### src/rtl/i2c10_pkg.sv
package i2c10_pkg;
   typedef enum logic [1:0] {
      PH_OFF  = 2'd0,
      PH_HDR  = 2'd1,
      PH_LOW  = 2'd2,
      PH_DATA = 2'd3
   } phase_e;

   typedef struct packed {
      logic tag_ok;
      logic rd;
   } hdr_info_t;
endpackage

### src/rtl/i2c10_hdr_decode.sv
module i2c10_hdr_decode
   import i2c10_pkg::*;
#(
   parameter int ADDR_W = 10,
   parameter int PREFIX_W = 5,
   parameter logic [PREFIX_W-1:0] PREFIX = 5'b11110
) (
   input  logic [7:0]        byte_i,
   input  logic [ADDR_W-9:0] own_hi_i,
   output hdr_info_t         hdr_o
);
   localparam int HI_W  = ADDR_W - 8;
   localparam int TAG_W = PREFIX_W + HI_W;

   generate
      if (TAG_W + 1 != 8) begin : g_bad_width
         $error("header tag plus direction bit must fill one byte");
      end
   endgenerate

   logic [TAG_W-1:0] want;
   logic [TAG_W-1:0] bit_eq;

   assign want = {PREFIX, own_hi_i};

   genvar gi;
   generate
      for (gi = 0; gi < TAG_W; gi++) begin : g_tag_bit
         assign bit_eq[gi] = byte_i[gi+1] ~^ want[gi];
      end
   endgenerate

   assign hdr_o.tag_ok = &bit_eq;
   assign hdr_o.rd     = byte_i[0];
endmodule

### src/rtl/i2c10_low_cmp.sv
module i2c10_low_cmp #(
   parameter int LOW_W = 8
) (
   input  logic [LOW_W-1:0] byte_i,
   input  logic [LOW_W-1:0] own_lo_i,
   output logic             eq_o
);
   generate
      if (LOW_W != 8) begin : g_bad_low
         $error("low address part must be one byte");
      end
   endgenerate

   logic [LOW_W-1:0] bit_eq;

   genvar gi;
   generate
      for (gi = 0; gi < LOW_W; gi++) begin : g_low_bit
         assign bit_eq[gi] = byte_i[gi] ~^ own_lo_i[gi];
      end
   endgenerate

   assign eq_o = &bit_eq;
endmodule

### src/rtl/i2c10_seq.sv
module i2c10_seq
   import i2c10_pkg::*;
#(
   parameter int IDX_W = 4
) (
   input  logic             clk,
   input  logic             rst_n,
   input  logic             start_i,
   input  logic             stop_i,
   input  logic             byte_valid_i,
   input  logic [IDX_W-1:0] byte_idx_i,
   input  hdr_info_t        hdr_i,
   input  logic             low_eq_i,
   output logic             hdr_ack_o,
   output logic             addr_match_o,
   output logic             addr_nack_o,
   output logic             addr_dir_o
);
   generate
      if (IDX_W < 2) begin : g_bad_idx
         $error("byte index must count at least to 2");
      end
   endgenerate

   localparam logic [IDX_W-1:0] IDX_HDR = IDX_W'(0);
   localparam logic [IDX_W-1:0] IDX_LOW = IDX_W'(1);

   phase_e phase_q;
   logic   selected_q;

   always_ff @(posedge clk or negedge rst_n) begin
      if (!rst_n) begin
         phase_q      <= PH_OFF;
         selected_q   <= 1'b0;
         hdr_ack_o    <= 1'b0;
         addr_match_o <= 1'b0;
         addr_nack_o  <= 1'b0;
         addr_dir_o   <= 1'b0;
      end else begin
         hdr_ack_o    <= 1'b0;
         addr_match_o <= 1'b0;
         addr_nack_o  <= 1'b0;
         if (stop_i) begin
            phase_q    <= PH_OFF;
            selected_q <= 1'b0;
         end else if (start_i) begin
            phase_q <= PH_HDR;
         end else if (byte_valid_i) begin
            if (phase_q == PH_HDR && byte_idx_i == IDX_HDR) begin
               if (hdr_i.tag_ok && !hdr_i.rd) begin
                  hdr_ack_o <= 1'b1;
                  phase_q   <= PH_LOW;
               end else if (hdr_i.tag_ok && selected_q) begin
                  addr_match_o <= 1'b1;
                  addr_dir_o   <= 1'b1;
                  phase_q      <= PH_DATA;
               end else begin
                  addr_nack_o <= 1'b1;
                  selected_q  <= 1'b0;
                  phase_q     <= PH_OFF;
               end
            end else if (phase_q == PH_LOW && byte_idx_i == IDX_LOW) begin
               if (low_eq_i) begin
                  addr_match_o <= 1'b1;
                  addr_dir_o   <= 1'b0;
                  selected_q   <= 1'b1;
                  phase_q      <= PH_DATA;
               end else begin
                  addr_nack_o <= 1'b1;
                  selected_q  <= 1'b0;
                  phase_q     <= PH_OFF;
               end
            end
         end
      end
   end

   // one outcome per byte at most
   p_one_outcome_r2: assert property (@(posedge clk) disable iff (!rst_n)
      $countones({hdr_ack_o, addr_match_o, addr_nack_o}) <= 1);

   // a read-direction match needs a selection made earlier
   p_read_needs_sel_r6: assert property (@(posedge clk) disable iff (!rst_n)
      (addr_match_o && addr_dir_o) |-> $past(selected_q));

   // STOP forgets the selection
   p_stop_clears_r8: assert property (@(posedge clk) disable iff (!rst_n)
      stop_i |=> !selected_q);

   // events override a byte in the same cycle
   p_event_wins_r10: assert property (@(posedge clk) disable iff (!rst_n)
      (start_i || stop_i) |=> !(hdr_ack_o || addr_match_o || addr_nack_o));

   // direction only moves with a match
   p_dir_hold_r11: assert property (@(posedge clk) disable iff (!rst_n)
      !addr_match_o |-> $stable(addr_dir_o));

   // refusal leaves the target unselected
   p_nack_unsel_r4: assert property (@(posedge clk) disable iff (!rst_n)
      addr_nack_o |-> !selected_q);

   // nothing answers a byte outside the address phases
   p_silent_data_r9: assert property (@(posedge clk) disable iff (!rst_n)
      (byte_valid_i && !start_i && !stop_i && byte_idx_i > IDX_LOW)
         |=> !(hdr_ack_o || addr_match_o || addr_nack_o));
endmodule

### src/rtl/i2c10_addr_match.sv
module i2c10_addr_match
   import i2c10_pkg::*;
#(
   parameter int ADDR_W = 10,
   parameter int PREFIX_W = 5,
   parameter logic [PREFIX_W-1:0] PREFIX = 5'b11110,
   parameter int IDX_W = 4
) (
   input  logic              clk,
   input  logic              rst_n,
   input  logic [ADDR_W-1:0] own_addr_i,
   input  logic              start_i,
   input  logic              stop_i,
   input  logic              byte_valid_i,
   input  logic [IDX_W-1:0]  byte_idx_i,
   input  logic [7:0]        byte_i,
   output logic              hdr_ack_o,
   output logic              addr_match_o,
   output logic              addr_nack_o,
   output logic              addr_dir_o
);
   localparam int LOW_W = 8;

   generate
      if (ADDR_W <= LOW_W) begin : g_bad_addr
         $error("address must be wider than one byte");
      end
   endgenerate

   hdr_info_t hdr;
   logic      low_eq;

   i2c10_hdr_decode #(
      .ADDR_W  (ADDR_W),
      .PREFIX_W(PREFIX_W),
      .PREFIX  (PREFIX)
   ) u_hdr (
      .byte_i  (byte_i),
      .own_hi_i(own_addr_i[ADDR_W-1:LOW_W]),
      .hdr_o   (hdr)
   );

   i2c10_low_cmp #(
      .LOW_W(LOW_W)
   ) u_low (
      .byte_i  (byte_i),
      .own_lo_i(own_addr_i[LOW_W-1:0]),
      .eq_o    (low_eq)
   );

   i2c10_seq #(
      .IDX_W(IDX_W)
   ) u_seq (
      .clk         (clk),
      .rst_n       (rst_n),
      .start_i     (start_i),
      .stop_i      (stop_i),
      .byte_valid_i(byte_valid_i),
      .byte_idx_i  (byte_idx_i),
      .hdr_i       (hdr),
      .low_eq_i    (low_eq),
      .hdr_ack_o   (hdr_ack_o),
      .addr_match_o(addr_match_o),
      .addr_nack_o (addr_nack_o),
      .addr_dir_o  (addr_dir_o)
   );
endmodule

### config.mk
export PLATFORM = sky130hd
export DESIGN_NAME = i2c10_addr_match
export DESIGN_NICKNAME = d
export VERILOG_FILES = /design/src/rtl/i2c10_pkg.sv /design/src/rtl/i2c10_hdr_decode.sv /design/src/rtl/i2c10_low_cmp.sv /design/src/rtl/i2c10_seq.sv /design/src/rtl/i2c10_addr_match.sv
export SDC_FILE = /design/constraint.sdc
export NUM_CORES = 1
export LEC_CHECK = 0
export ABC_AREA = 1
export BUFFER_PORTS_ARGS = -buffer_cell sky130_fd_sc_hd__buf_2
export CORE_UTILIZATION = 35
export DETAILED_ROUTE_END_ITERATION = 16
export PLACE_DENSITY = 0.75
export SLEW_MARGIN = 30
export SYNTH_ARGS = -nofsm -noshare
export SYNTH_HDL_FRONTEND = slang
export SYNTH_SLANG_ARGS = --single-unit
### constraint.sdc
create_clock -name clk -period 1.33 [get_ports clk]
set_input_delay 0.266 -clock clk [delete_from_list [all_inputs] [get_ports clk]]
set_output_delay 0.266 -clock clk [all_outputs]
set_load 0.1 [all_outputs]
---- Yosys cells after proc, flatten, opt, wreduce, memory -nomap -nowiden ----
Index checks and enable logic that the tools add are counted.
operators by class
  reductions and logical operators ........ 17
  multiplexer cells ....................... 41
  eq/ne operators ......................... 8
  bitwise operators ....................... 13
operator list
  cell                                                             count
  1-bit 2-to-1 mux                                                 33
  2-bit 2-to-1 mux                                                 8
  7-bit AND reduction                                              2
  1-bit XNOR                                                       10
  8-bit AND reduction                                              1
  3-bit != test, second input constant                             2
  2-bit nonzero test                                               3
  3-bit nonzero test                                               2
  5-bit AND reduction                                              1
  4-bit by 1-bit == test with 1-bit output, second input constant  1
  1-bit logical AND                                                4
  4-bit zero test                                                  1
  2-bit != test, second input constant                             2
  4-bit nonzero test                                               1
  1-bit inverter                                                   3
  2-bit by 1-bit == test with 1-bit output, second input constant  1
  2-bit == test, second input constant                             1
  2-bit by 1-bit != test with 1-bit output, second input constant  1
  2-bit AND reduction                                              1
  1-bit zero test                                                  1
word-level totals
  bits in registers ....................... 7
  output and inout port bits .............. 4
  logic and storage cells ................. 85
  input bits .............................. 27

---- Longest topological paths before layout ----
  word-level depth ........................ 9
  depth in mapped cells ................... 11
  depth with buffers taken out ............ 11

---- By module ----
A second synthesis with hierarchy kept.
second synthesis, totals
  cell total of the unflattened synthesis .. 120
  area, all modules ....................... 685.7 um2
modules (own cells, without submodules)
  module            times used  seq. area each (um2)  area an instance (um2)  cells each
  i2c10_seq         1           175.2                 446.7                   59
  i2c10_low_cmp     1           0.0                   165.2                   44
  i2c10_hdr_decode  1           0.0                   73.8                    17

---- Worst setup path after synthesis ----
OpenSTA, ideal clock, no wires.
  path type ............................... register -> output
  start point ............................. reg u_seq.addr_dir_o
  end point ............................... out addr_dir_o
  cell stages (with the launch flop) ...... 1
  data required time ...................... 1.064 ns
  arrival time ............................ 0.898 ns
  setup slack ............................. 0.166 ns
  buffers on the path ..................... 0
  cell sequence ........................... dfrtp_1
RTL lines
  element                 line                    text
  start, declared         i2c10_seq.sv:17         output logic addr_dir_o
  start signal, assigned  i2c10_seq.sv:38         addr_dir_o <= 1'b0;
  start signal, assigned  i2c10_seq.sv:55         addr_dir_o <= 1'b1;
  start signal, assigned  i2c10_seq.sv:65         addr_dir_o <= 1'b0;
  end, declared           i2c10_addr_match.sv:20  output logic addr_dir_o
No word-level cell between the ends.

---- Worst setup path in the final report ----
  start point ............................. reg u_seq.phase_q[1]
  end point ............................... reg u_seq.addr_dir_o
between the ends
  longest elaborated chain between the ends .. 4
  elaborated cells on any way between the ends .. 10
  those cells by class .................... eq/ne (4); mux (1); reduce/logical (5)
RTL lines
  element                                                                           line                              text
  start, declared                                                                   i2c10_seq.sv:28                   phase_e phase_q;
  start signal, assigned                                                            i2c10_seq.sv:33                   phase_q <= PH_OFF;
  start signal, assigned                                                            i2c10_seq.sv:44                   phase_q <= PH_OFF;
  start signal, assigned                                                            i2c10_seq.sv:47                   phase_q <= PH_HDR;
  2-bit by 1-bit == test with 1-bit output / 2-bit == test (equally long branches)  i2c10_seq.sv:49, i2c10_seq.sv:62
  1-bit logical AND, on equally long branches                                       i2c10_seq.sv:49, i2c10_seq.sv:62
  2-bit != test (no source line) / 2-bit nonzero test (equally long branches)       n/a
  7-bit AND reduction (no source line)                                              n/a
Several ways; a longest one is shown, not always the timed one.
A chain may end at the register's enable or synchronous reset.

==> flow_summary.json <==
{
  "status": "finished, final reports clean",
  "synthTopCellsByArea": "dfrtp_1, nand2_1, inv_1, nor2_1, nor2_2",
  "dp_cells": 161,
  "reg2reg_from": "u_seq.phase_q[1]$_DFFE_PN0P_",
  "drc": 0,
  "drt-wirelength-per-cell_microns": 8.329,
  "dp_hpwl_mm": 1.197,
  "clock_latency_ns": 0.25,
  "cts.clk_slew.worst_paths_ns": 0.06,
  "report.final.slew_viol_count": 0,
  "first_global_vias": 644,
  "die-height_microns": 44.41,
  "core_sq_um": 1594,
  "cp_top_family": "simple AND/OR/NAND/NOR gates",
  "fin_crit_ns": 1.294,
  "ff2ff_setup_slack_ns": 0.04,
  "diodes": 0,
  "pre_cts_ws_ns": 0.02981,
  "crit_fanout": 4,
  "ir_drop_mv": 0.2527,
  "whs_ns": 0.2686,
  "startpoint": "u_seq.phase_q[1]$_DFFE_PN0P_",
  "finalSetupViolCount": 0,
  "syn_avg_cell_area_sq_um": 5.882,
  "critPathArrivalTime_ns": 1.43,
  "synth.top_cell.area_share": 0.2783,
  "area_delta_synth_final_pct": 37.97,
  "hold_start": "stop_i",
  "gp_congestion": 0.8028,
  "cts_buffers": 3,
  "clock.fmax_ghz": 0.7728,
  "critical_path_class": "reg -> reg",
  "final_nets": 171,
  "synth_nets": 134,
  "drive_above_1_share": 0.3357,
  "cp_num_buf_inv": 1,
  "worstHoldPathType": "in -> reg",
  "drtAntennaViolNets": 0,
  "slew_headroom": 0.6787,
  "num_rows": 14,
  "cts-root-buf": "clkbuf_4",
  "ys_types": 17,
  "worstPathRequired_ns": 1.47,
  "grt_pass1_wl_mm": 2.249,
  "setup_ws_ns": 0.03605,
  "vias": 733,
  "grt_max_degree": 8,
  "r2r.worst_path.cells": 8,
  "r2r-end": "u_seq.addr_dir_o$_DFFE_PN0P_",
  "pin_count": 31,
  "start_util": 0.3948,
  "rsz0062_at_grt": "true",
  "drt_iter0_drc": 10,
  "ys_seq_area_frac": 0.2783,
  "yosys_warnings": 0,
  "utilization": 0.5447,
  "max_cap_violations": 0,
  "die_w_microns": 44.41,
  "leakage_nw": 0.5317,
  "cts_tree": "done",
  "cp-start-kind": "flop",
  "port_buffers": 30,
  "clockBufferDepth": 2,
  "worstPathCellList": "nor2_2 > nand3_2 > nand2_2 > inv_2 > nor2_4 > nand3_2 > nand2_1 > nand2_1",
  "ys_ff_latch": 7,
  "drtPass1Iterations": 4,
  "dieArea_sq_um": 1972,
  "worst_setup_path_end_kind": "flop",
  "final_cells": 167,
  "syn_inst": 107,
  "fin_crit_sh": 0.9729,
  "routed_wl_mm": 1.391,
  "cp-endpoint": "u_seq.addr_dir_o$_DFFE_PN0P_",
  "powerDensity_nw_per_um2": 616.5,
  "slowest_delay_ns": 0.41,
  "nFillCells": 156,
  "path_depth": 8,
  "cts_max_level": 1,
  "crit_slowest_cell": "dfrtp_1",
  "worst_pin_slew_ns": 0.4852,
  "finClkSkew_ns": 0.008668,
  "syn_area_sq_um": 629.4,
  "grt_usage": 0.1566,
  "yosysTopAreaCell": "dfrtp_1",
  "detail_route.vias_per_cell": 4.389,
  "finalHoldViolCount": 0,
  "cts.sinks": 7,
  "grt_antenna_before_repair": 0,
  "overflow": 0
}
-- synth_stat cells --
| library cell | n |
|---|---|
| nand3_1 | 6 |
| nand3_2 | 2 |
| o21ai_1 | 1 |
| nand2_2 | 3 |
| nand4_1 | 3 |
| nor2_1 | 11 |
| xnor2_1 | 3 |
| nand2_1 | 40 |
| a21boi_0 | 1 |
| dfrtp_1 | 7 |
| and2_1 | 1 |
| nor2_4 | 1 |
| inv_1 | 20 |
| nor2_2 | 5 |
| inv_2 | 1 |
| clkinv_1 | 1 |
| a21oi_1 | 1 |
-- worst min-delay path, delay by kind of cell --
| family | cells | cell delay [ns] |
|---|---|---|
| buffers and inverters | 2 | 0.14 |
| AND/OR/NAND/NOR | 2 | 0.08 |
-- flip-flops by register name (all words and copies together), names as in the netlist --
register and flops:
u_seq.addr_nack_o 1, u_seq.selected_q 1, u_seq.addr_dir_o 1, u_seq.addr_match_o 1, u_seq.phase_q 2, u_seq.hdr_ack_o 1
-- final cells by class --
type | count | area (sq um) | area share
multi-input cells | 78 | 371.6 | 0.4280
repair buffers | 32 | 182.7 | 0.2104
clock buffers | 4 | 26.28 | 0.03026
well taps | 24 | 30.03 | 0.03458
inverters | 22 | 82.58 | 0.09510
flip-flops and latches | 7 | 175.2 | 0.2017
-- how the worst min path moves through the flow --
stage | endpoint | slack, ns | cells after the start
final | u_seq.selected_q$_DFFE_PN0P_ | 0.27 | 4
after global routing | u_seq.phase_q[0]$_DFFE_PN0P_ | 0.29 | 4
after CTS | u_seq.selected_q$_DFFE_PN0P_ | 0.26 | 4
after detailed placement | u_seq.phase_q[0]$_DFFE_PN0P_ | 0.10 | 1
after global placement | u_seq.phase_q[0]$_DFFE_PN0P_ | 0.1 | 1
after floorplan | u_seq.addr_dir_o$_DFFE_PN0P_ | -0.03 | 0
-- kinds of logic after synthesis --
group,count (synthesis),synth area share
AO/OA/AOI/OAI,3,0.02782
AND/OR/NAND/NOR,72,0.5209
XOR/XNOR,3,0.04176
flip-flops,7,0.2783
buffers and inverters,22,0.1312
-- layer usage --
layer | part of all wire | GRT usage
met5 | 0 | 0
met4 | 0.020 | 0.08485
met3 | 0.047 | 0.03673
met2 | 0.53 | 0.2912
met1 | 0.40 | 0.1591
-- power breakdown --
group,switching [mW],leakage [nW],internal (mW),total (mW)
Clock,0.0803,0.0150,0.115,0.195
Combinational,0.0647,0.420,0.0579,0.123
Sequential,0.00206,0.0968,0.216,0.218
-- per-stage QoR --
step / total power [mW] / setup TNS, ns / area, sq um
after global placement: 0.3383 / 0 / 824.5
final: 0.5353 / 0 / 868.3
after global routing: 0.5724 / -0.1273 / 868.3
after CTS: 0.5456 / 0 / 860.8
after floorplan: 0.2810 / 0 / 629.4
after detailed placement: 0.3415 / 0 / 824.5
-- timing repair --
| action | 4_1_cts | 5_1_grt |
|---|---|---|
| resized for setup | 0 | 3 |
| endpoints found under the setup margin | 0 | 3 |
| buffers inserted | 0 | 1 |
| hold buffers | 1 | 0 |
| endpoints found under the hold margin | 7 | 0 |
-- layout by cell type (no fill, tap or decap) --
cell type and count:
nand3_1 6, nand4_1 3, buf_4 1, buf_2 29
a21oi_1 1, nor2_2 5, o21ai_1 1, a21boi_1 1
clkbuf_4 3, buf_12 1, dfrtp_1 7, xnor2_1 3
nand3_2 2, nand2_2 3, dlygate4sd3_1 1, clkbuf_1 1
nand2_1 40, inv_2 3, nor2_4 1, and2_1 1
inv_1 19, nor2_1 11
Note: power is estimated with default switching activity, not from simulation.
